--- src/rtl/pin_evt_pkg.sv ---
package pin_evt_pkg;

  localparam int CODE_W       = 4;
  localparam int CFG_CODE_LSB = 16;
  localparam int CFG_FLAG_BIT = 24;

  localparam logic [CODE_W-1:0] EV_OFF      = 4'b0000;
  localparam logic [CODE_W-1:0] EV_DMA_RISE = 4'b0001;
  localparam logic [CODE_W-1:0] EV_DMA_FALL = 4'b0010;
  localparam logic [CODE_W-1:0] EV_DMA_BOTH = 4'b0011;
  localparam logic [CODE_W-1:0] EV_IRQ_LOW  = 4'b1000;
  localparam logic [CODE_W-1:0] EV_IRQ_RISE = 4'b1001;
  localparam logic [CODE_W-1:0] EV_IRQ_FALL = 4'b1010;
  localparam logic [CODE_W-1:0] EV_IRQ_BOTH = 4'b1011;
  localparam logic [CODE_W-1:0] EV_IRQ_HIGH = 4'b1100;

  typedef struct packed {
    logic dma;
    logic irq;
    logic edge_hit;
    logic level_hit;
  } ev_dec_t;

  // Decode a pin code against the current and previous synchronized samples.
  function automatic ev_dec_t ev_decode(logic [CODE_W-1:0] code, logic cur, logic prev);
    ev_dec_t d;
    logic rise;
    logic fall;
    rise = cur & ~prev;
    fall = ~cur & prev;
    d    = '0;
    case (code)
      EV_DMA_RISE: begin d.dma = 1'b1; d.edge_hit  = rise;        end
      EV_DMA_FALL: begin d.dma = 1'b1; d.edge_hit  = fall;        end
      EV_DMA_BOTH: begin d.dma = 1'b1; d.edge_hit  = rise | fall; end
      EV_IRQ_RISE: begin d.irq = 1'b1; d.edge_hit  = rise;        end
      EV_IRQ_FALL: begin d.irq = 1'b1; d.edge_hit  = fall;        end
      EV_IRQ_BOTH: begin d.irq = 1'b1; d.edge_hit  = rise | fall; end
      EV_IRQ_LOW:  begin d.irq = 1'b1; d.level_hit = ~cur;        end
      EV_IRQ_HIGH: begin d.irq = 1'b1; d.level_hit = cur;         end
      default:     d = '0;
    endcase
    return d;
  endfunction

endpackage

--- src/rtl/pin_sync.sv ---
module pin_sync #(
  parameter int WIDTH  = 1,
  parameter int STAGES = 2
) (
  input  logic             clk,
  input  logic             rst_n,
  input  logic [WIDTH-1:0] d_i,
  output logic [WIDTH-1:0] q_o
);

  logic [STAGES-1:0][WIDTH-1:0] stg_q;

  always_ff @(posedge clk or negedge rst_n) begin
    if (!rst_n) stg_q[0] <= '0;
    else        stg_q[0] <= d_i;
  end

  for (genvar s = 1; s < STAGES; s++) begin : g_stage
    always_ff @(posedge clk or negedge rst_n) begin
      if (!rst_n) stg_q[s] <= '0;
      else        stg_q[s] <= stg_q[s-1];
    end
  end

  assign q_o = stg_q[STAGES-1];

endmodule

--- src/rtl/pin_evt_cell.sv ---
module pin_evt_cell
  import pin_evt_pkg::*;
(
  input  logic              clk,
  input  logic              rst_n,
  input  logic              pin_s,
  input  logic              cfg_we,
  input  logic [CODE_W-1:0] cfg_wdata,
  input  logic              clr,
  input  logic              dma_done,
  output logic [CODE_W-1:0] cfg_o,
  output logic              flag_o,
  output logic              irq_mode_o,
  output logic              dma_mode_o
);

  logic              prev_q;
  logic [CODE_W-1:0] cfg_q, cfg_d;
  logic              flag_q, flag_d;
  ev_dec_t           dec;

  always_comb begin
    dec   = ev_decode(cfg_q, pin_s, prev_q);
    cfg_d = cfg_q;
    if (cfg_we) cfg_d = cfg_wdata;
    flag_d = flag_q;
    // A clear or a DMA completion drops the flag; a held level sets it again
    // only in a cycle without a clear, while an edge always wins.
    if (clr || (dma_done && dec.dma)) flag_d = 1'b0;
    if (dec.level_hit && !clr)        flag_d = 1'b1;
    if (dec.edge_hit)                 flag_d = 1'b1;
  end

  always_ff @(posedge clk or negedge rst_n) begin
    if (!rst_n) begin
      prev_q <= 1'b0;
      cfg_q  <= EV_OFF;
      flag_q <= 1'b0;
    end else begin
      prev_q <= pin_s;
      flag_q <= flag_d;
      if (cfg_we) cfg_q <= cfg_d;
    end
  end

  assign cfg_o      = cfg_q;
  assign flag_o     = flag_q;
  assign irq_mode_o = dec.irq;
  assign dma_mode_o = dec.dma;

  p_quiet_when_off_r2: assert property (@(posedge clk) disable iff (!rst_n)
    (!dec.dma && !dec.irq) |=> !$rose(flag_q));

  p_clear_drops_r6: assert property (@(posedge clk) disable iff (!rst_n)
    (clr && !dec.edge_hit) |=> !flag_q);

  p_level_reasserts_r7: assert property (@(posedge clk) disable iff (!rst_n)
    (dec.level_hit && !clr) |=> flag_q);

  p_dma_done_clears_r8: assert property (@(posedge clk) disable iff (!rst_n)
    (dma_done && dec.dma && !dec.edge_hit) |=> !flag_q);

  p_edge_beats_clear_r11: assert property (@(posedge clk) disable iff (!rst_n)
    dec.edge_hit |=> flag_q);

endmodule

--- src/rtl/pin_evt_regif.sv ---
module pin_evt_regif
  import pin_evt_pkg::*;
#(
  parameter int NUM_PINS = 32,
  parameter int ADDR_W   = 6
) (
  input  logic                             bus_we,
  input  logic [ADDR_W-1:0]                bus_addr,
  input  logic [31:0]                      bus_wdata,
  input  logic [NUM_PINS-1:0][CODE_W-1:0]  cfg_vec,
  input  logic [NUM_PINS-1:0]              flag_vec,
  output logic [NUM_PINS-1:0]              cfg_we,
  output logic [CODE_W-1:0]                cfg_wdata,
  output logic [NUM_PINS-1:0]              clr_vec,
  output logic [31:0]                      bus_rdata
);

  localparam logic [ADDR_W-1:0] STAT_ADDR = ADDR_W'(NUM_PINS);

  logic stat_hit;

  always_comb begin
    stat_hit  = (bus_addr == STAT_ADDR);
    cfg_wdata = bus_wdata[CFG_CODE_LSB +: CODE_W];
    bus_rdata = '0;
    if (stat_hit) bus_rdata[NUM_PINS-1:0] = flag_vec;
    for (int i = 0; i < NUM_PINS; i++) begin
      cfg_we[i]  = bus_we && (bus_addr == ADDR_W'(i));
      clr_vec[i] = (cfg_we[i] && bus_wdata[CFG_FLAG_BIT]) ||
                   (bus_we && stat_hit && bus_wdata[i]);
      if (bus_addr == ADDR_W'(i)) begin
        bus_rdata[CFG_CODE_LSB +: CODE_W] = cfg_vec[i];
        bus_rdata[CFG_FLAG_BIT]           = flag_vec[i];
      end
    end
  end

endmodule

--- src/rtl/pin_event_port.sv ---
module pin_event_port
  import pin_evt_pkg::*;
#(
  parameter  int NUM_PINS    = 32,
  parameter  int SYNC_STAGES = 2,
  localparam int ADDR_W      = $clog2(NUM_PINS) + 1
) (
  input  logic                clk,
  input  logic                rst_n,
  input  logic [NUM_PINS-1:0] pins_i,
  input  logic                dma_done_i,
  input  logic                bus_we_i,
  input  logic [ADDR_W-1:0]   bus_addr_i,
  input  logic [31:0]         bus_wdata_i,
  output logic [31:0]         bus_rdata_o,
  output logic                irq_o,
  output logic                dma_req_o
);

  logic                            rst_sync_n;
  logic [NUM_PINS-1:0]             pins_s;
  logic [NUM_PINS-1:0][CODE_W-1:0] cfg_vec;
  logic [NUM_PINS-1:0]             flag_vec;
  logic [NUM_PINS-1:0]             irq_mode_vec;
  logic [NUM_PINS-1:0]             dma_mode_vec;
  logic [NUM_PINS-1:0]             cfg_we;
  logic [NUM_PINS-1:0]             clr_vec;
  logic [CODE_W-1:0]               cfg_wdata;

  // Reset: asserted asynchronously, released through a two-stage chain.
  pin_sync #(.WIDTH(1), .STAGES(2)) i_rst_sync (
    .clk   (clk),
    .rst_n (rst_n),
    .d_i   (1'b1),
    .q_o   (rst_sync_n)
  );

  pin_sync #(.WIDTH(NUM_PINS), .STAGES(SYNC_STAGES)) i_pin_sync (
    .clk   (clk),
    .rst_n (rst_sync_n),
    .d_i   (pins_i),
    .q_o   (pins_s)
  );

  for (genvar p = 0; p < NUM_PINS; p++) begin : g_pin
    pin_evt_cell i_cell (
      .clk        (clk),
      .rst_n      (rst_sync_n),
      .pin_s      (pins_s[p]),
      .cfg_we     (cfg_we[p]),
      .cfg_wdata  (cfg_wdata),
      .clr        (clr_vec[p]),
      .dma_done   (dma_done_i),
      .cfg_o      (cfg_vec[p]),
      .flag_o     (flag_vec[p]),
      .irq_mode_o (irq_mode_vec[p]),
      .dma_mode_o (dma_mode_vec[p])
    );
  end

  pin_evt_regif #(.NUM_PINS(NUM_PINS), .ADDR_W(ADDR_W)) i_regif (
    .bus_we    (bus_we_i),
    .bus_addr  (bus_addr_i),
    .bus_wdata (bus_wdata_i),
    .cfg_vec   (cfg_vec),
    .flag_vec  (flag_vec),
    .cfg_we    (cfg_we),
    .cfg_wdata (cfg_wdata),
    .clr_vec   (clr_vec),
    .bus_rdata (bus_rdata_o)
  );

  always_comb begin
    irq_o     = |(flag_vec & irq_mode_vec);
    dma_req_o = |(flag_vec & dma_mode_vec);
  end

  p_req_needs_flag_r9: assert property (@(posedge clk) disable iff (!rst_sync_n)
    (irq_o || dma_req_o) |-> (flag_vec != '0));

  p_modes_disjoint_r9: assert property (@(posedge clk) disable iff (!rst_sync_n)
    (irq_mode_vec & dma_mode_vec) == '0);

endmodule

--- config.mk ---
export PLATFORM = sky130hd
export DESIGN_NAME = pin_event_port
export DESIGN_NICKNAME = d
export VERILOG_FILES = /design/src/rtl/pin_evt_pkg.sv /design/src/rtl/pin_sync.sv /design/src/rtl/pin_evt_cell.sv /design/src/rtl/pin_evt_regif.sv /design/src/rtl/pin_event_port.sv
export SDC_FILE = /design/constraint.sdc
export NUM_CORES = 1
export LEC_CHECK = 0
export BUFFER_PORTS_ARGS = -buffer_cell sky130_fd_sc_hd__buf_4
export CORE_MARGIN = 2
export CORE_UTILIZATION = 50
export CTS_CLUSTER_DIAMETER = 30
export DETAILED_ROUTE_END_ITERATION = 6
export GPL_TIMING_DRIVEN = 0
export PLACE_DENSITY = 0.68
export SETUP_SLACK_MARGIN = 0.1
export SYNTH_ARGS = -nofsm -noshare
export SYNTH_HDL_FRONTEND = slang
export SYNTH_SLANG_ARGS = --single-unit
--- constraint.sdc ---
create_clock -name clk -period 10.8 [get_ports clk]
set_input_delay 1.08 -clock clk [delete_from_list [all_inputs] [get_ports clk]]
set_output_delay 1.08 -clock clk [all_outputs]
set_load 0.01 [all_outputs]
Word level (Yosys, flattened, before mapping)
Index checks and enable logic that the tools add are counted. Widths: inputs -> output; s select.

Add/subtract/negate cells: 0. Multiply operators: 0. Div/mod/pow operators: 0. Order comparisons: 0. Eq/ne operators: 288. Shift operators: 0. Multiplexer cells: 289. Bitwise gates (word level): 162. Reductions and logical operators: 452.

Operator list (number): $eq 4x4->1 const B (160); $eq 4x2->1 const B (64); $mux 1 (192); $reduce_or 2->1 (96); $logic_and 1x1->1 (161); $reduce_or 5->1 (32); $eq 4x1->1 const B (32); $mux 4 (32); $eq 6x5->1 const B (16); $pmux 1 s3 (32); $reduce_bool 3->1 (32); $reduce_or 3->1 (32); $and 1x1->1 (64); $and 32x32->32 (2); $logic_or 1x1->1 (64); $not 1->1 (64); $pmux 1 s2 (32); $reduce_or 32->1 (2); $eq 6x4->1 const B (8); $logic_not 1->1 (32); $mux 32 (1); $or 1x1->1 (32); $eq 6x3->1 const B (4); $eq 6x2->1 const B (2); other kinds (3) (3).

Flip-flop bits (word level): 258. Latch bits: 0. Bits in writable memories: 0. ROM bits: 0. Input port bits: 74. Output and inout port bits: 34. Word-level logic and storage cells: 1291. Memories: 0.

Longest topological paths before layout
Depth in word-level cells: 34. Gate-level depth with buffers: 9. Gate-level depth less buffers: 6.

Modules after synthesis
From an unflattened synthesis, not the netlist that was laid out.

Cells, all modules: 1511. Area total of the unflattened synthesis: 15277.2 um^2.

By module, submodules not included: pin_evt_cell (times used 32, cells an instance 28, area each 320.3 um^2); pin_evt_regif (times used 1, cells an instance 474, area each 2816.5 um^2); pin_sync at i_pin_sync (times used 1, cells an instance 96, area each 1841.8 um^2); pin_event_port (times used 1, cells an instance 43, area each 319.1 um^2); pin_sync at i_rst_sync (times used 1, cells an instance 2, area each 50.0 um^2).

Worst setup path after synthesis
No wires, ideal clock.

Path type: input-to-output. Start point: input bus_addr_i[5]. End point: output bus_rdata_o[17]. Arrival time: 2.815 ns. Data required time: 9.720 ns. Path slack: 6.905 ns. Stages on the path: 8. Cell sequence: buf_6 -> or4_4 -> buf_6 -> o31a_1 -> a311oi_2 -> o22ai_1 -> o41a_1 -> a2bb2oi_1.

Cells in the longest elaborated chain, start to end: 34.

Ends and longest elaborated chain: start, declared (RTL line pin_event_port.sv:13) `input logic [ADDR_W-1:0] bus_addr_i,`; $eq 6x6->1 (RTL line pin_evt_regif.sv:23) `stat_hit = (bus_addr == STAT_ADDR);`; $mux 32 (RTL line pin_evt_regif.sv:26) `if (stat_hit) bus_rdata[NUM_PINS-1:0] = flag_vec;`; $mux 4 (31 in a row) (RTL line pin_evt_regif.sv:31) `if (bus_addr == ADDR_W'(i)) begin`; $mux 4 * (RTL line pin_evt_regif.sv:31); end, declared (RTL line pin_event_port.sv:15) `output logic [31:0] bus_rdata_o,`.

Every way passes the cells marked *; elsewhere a longest branch is shown, timed or not.

Worst setup path after layout
Start point: input bus_addr_i[0]. End point: output bus_rdata_o[18].

The elaborated chain is that of the path after synthesis.

==> flow_summary.toml <==
[floorplan]
pin_count = 108
die_w_microns = 176
initial_core_util_pct = 51.1
core_area_sq_mm = 0.0289
rows = 62
dieHeight_microns = 176
die_area_sq_mm = 0.0309

[layout]
n_antenna_cell = 0
nets = 1826
fillers = 2344
final_area_sq_mm = 0.0181
synthToLayoutAreaGrowth_pct = 22.3
drive_gt1_share_pct = 22.4

[synthesis]
synthCells = 1522
syn_area_per_cell_sq_um = 9.71
synth_warnings = 0
synth.ff_latch_count = 258
netlist_area_sq_mm = 0.0148
ys_types = 69
syn-num-nets = 1660
synth_ff_type = "dfrtp_1"
synth_top_area_cell = "dfrtp_1"
seq_area_frac_synth_pct = 43.7
synth_commonest_cells = "dfrtp_1 (258), mux2_2 (139), nor2_1 (138), nand2_1 (128), o21ai_0 (108)"
ys_top_cells_by_area = "dfrtp_1 (44%), mux2_2 (11%), ha_1 (5.4%)"
synth_edf_count = 0
async_reset_ff_share_pct = 100
synth_top_area_share_pct = 43.7
yosysMostFrequentCell = "dfrtp_1"

[power]
total_leakage_power_nw = 8.15
peakVddDrop_mv = 0.171
p_per_area_mw_per_mm2 = 211

[global_routing]
grt_pass1_vias = 13700
gr-total-overflow = 0
grt_antenna_before_repair = 0
grt_start_max_net_pins = 74
gr-usage-all-layers_pct = 39.5
grt_pass1_wl_microns = 88900

[detailed_routing]
drt-vias-per-instance = 6.57
wire_per_inst_microns = 28.7
drc_errors = 0
ant_nets = 0
drt_pass1_iterations = 5
routed-via-count = 13900
drt_iter0_drc = 1854
wl_microns = 60700

[placed_design]
dpl_cell_area_sq_mm = 0.0161
hpwlAfterDp_microns = 43600
place.gp.congestion = 1.03
port_buffers = 106

[setup_path]
rr_worst_depth = 5
crit_required_ns = 9.72
cp-end-kind = "primary output"
r2r-end = "g_pin[17].i_cell.flag_o$_DFFE_PN0P_"
startpoint_type = "input port"
crit_type = "in2out"
reg2reg_from = "g_pin[17].i_cell.cfg_o[1]$_DFFE_PN0P_"
rrSetupSlack_ns = 9.39
cp_data_arrival_time_ns = 4.62
critPathMaxFanout = 10

[job]
maxCapViolCount = 0

[timing]
rsz0062_at_grt = "false"
hold_violations = 0
relSlewSlack_pct = 6.03
post-route-min-period_ns = 5.70
drv_slew = 0
skew_ns = 0.0211
finalSetupViolations = 0
fin_crit_sh_pct = 52.8
max_freq_mhz = 175
worst_slew_pin_slew_ns = 1.41
finalSetupTns_ns = 0

[clock_network]
cts_setup_buffers = 0
clock-root-buffer = "clkbuf_16"
cts_buffer_depth = 3
cts_tree = "done"
cts_sinks = 258
clock_latency_ns = 0.57
cts_hold_buf = 0
path_clk_slew_ns = 0.05
htreeDepth = 2
cts_buffers = 55
post_cts_resized = 0

[outcome]
status = "complete, no violations"

[hold_path]
hold_class = "in2async"
-- power breakdown --
| part | switching [mW] | internal, mW |
|---|---|---|
| Clock | 0.582 | 1.15 |
| Sequential | 0.306 | 1.10 |
| Combinational | 0.357 | 0.306 |
| Total | 1.24 | 2.56 |
-- layer usage --
layer  up-vias  wire length [microns]  share of wire (%)  GRT usage [%]
li1       5946                      -                  -              -
met5         -                      0                  0              0
met3       193                   6670                 11           10.8
met4         0                   3360                5.5           19.7
met1      6894                  25100                 41           54.1
met2       874                  25500                 42           57.7
-- layout by cell type (no fill, tap or decap), types with 8 or more instances in the layout --
| master | instances |
|---|---|
| mux2_2 | 139 |
| nand4_1 | 13 |
| a21oi_1 | 80 |
| o22ai_1 | 11 |
| nand2_1 | 128 |
| clkbuf_1 | 51 |
| o221ai_1 | 9 |
| clkbuf_16 | 55 |
| o211ai_1 | 35 |
| nor4b_1 | 32 |
| nand3_1 | 43 |
| a211oi_1 | 8 |
| nor3_1 | 10 |
| buf_2 | 20 |
| buf_4 | 107 |
| dfrtp_1 | 257 |
| and3_1 | 32 |
| a31oi_1 | 46 |
| inv_1 | 97 |
| a221oi_1 | 15 |
| clkinv_2 | 8 |
| ha_1 | 64 |
| nor2_1 | 138 |
| a2bb2oi_1 | 37 |
| inv_6 | 12 |
| nor2b_1 | 8 |
| mux2i_1 | 46 |
| nor4_1 | 10 |
| o21ai_0 | 108 |
-- through the flow --
stage / total power [mW] / hold slack [ns] / worst slack, ns / utilization [%] / instances
after CTS: 3.78 / 0.275 / 5.35 / 62.4 / 2117
final: 3.80 / 0.281 / 5.10 / 62.4 / 2117
after global placement: 2.01 / 0.332 / 0.267 / 55.5 / 2012
after detailed placement: 2.04 / 0.335 / 5.34 / 55.8 / 2015
after global routing: 3.93 / 0.275 / 5.21 / 62.4 / 2117
after floorplan: 1.71 / 0.331 / 3.08 / - / 1522
-- cells by family (layout without fill, tap and decap cells) --
logic type               Yosys count  count (layout)  share of synthesized area (%)
AO/OA/AOI/OAI                    393             393                           17.2
adder cells (fa/ha/maj)           64              64                           5.42
buffers and inverters            174             385                           4.72
flip-flops                       258             258                           43.7
multiplexers                     187             187                           14.0
other                              1               1                         0.0254
AND/OR/NAND/NOR                  445             445                           15.0
-- final cells by class --
cell class	count	area, sq um	area share, %
repair buffers	109	878	4.86
well taps	384	480	2.66
clock inverters	40	464	2.57
multi-input cells	1090	7620	42.2
flip-flops and latches	258	6460	35.8
clock buffers	62	1460	8.10
plain buffers	76	329	1.82
inverters	98	368	2.04
-- registers in the layout, summed over array words and instances (netlist names) --
signal and count:
g_pin.i_cell.flag_o 32, i_rst_sync.q_o 1, g_pin.i_cell.cfg_o 128, i_pin_sync.q_o 32, i_rst_sync.stg_q 1, g_pin.i_cell.prev_q 32
i_pin_sync.stg_q 32
-- worst max-delay path, stage by stage --
cell      delay (ns)
buf_4           0.15
buf_2           0.32
buf_2           0.43
clkbuf_1        0.77
o21ai_0         0.33
o21ai_0         0.25
nand4_1         0.21
a221oi_1        0.61
o31ai_1         0.25
buf_4           0.21
-- how the worst max path moves through the flow --
stage                             start                                    to  slack (ns)  cells after the start
2_1_floorplan  i_rst_sync.q_o$_DFF_PN0_  g_pin[0].i_cell.cfg_o[0]$_DFFE_PN0P_        3.08                      0
3_3_place_gp   i_rst_sync.q_o$_DFF_PN0_   g_pin[28].i_cell.flag_o$_DFFE_PN0P_        0.27                      0
3_5_place_dp              bus_addr_i[1]                       bus_rdata_o[18]        5.34                     11
4_1_cts                   bus_addr_i[1]                       bus_rdata_o[18]        5.35                     11
5_1_grt                   bus_addr_i[1]                       bus_rdata_o[18]        5.21                     11
6_report                  bus_addr_i[0]                       bus_rdata_o[18]        5.10                     10
Power figures use the tool's default switching activity.
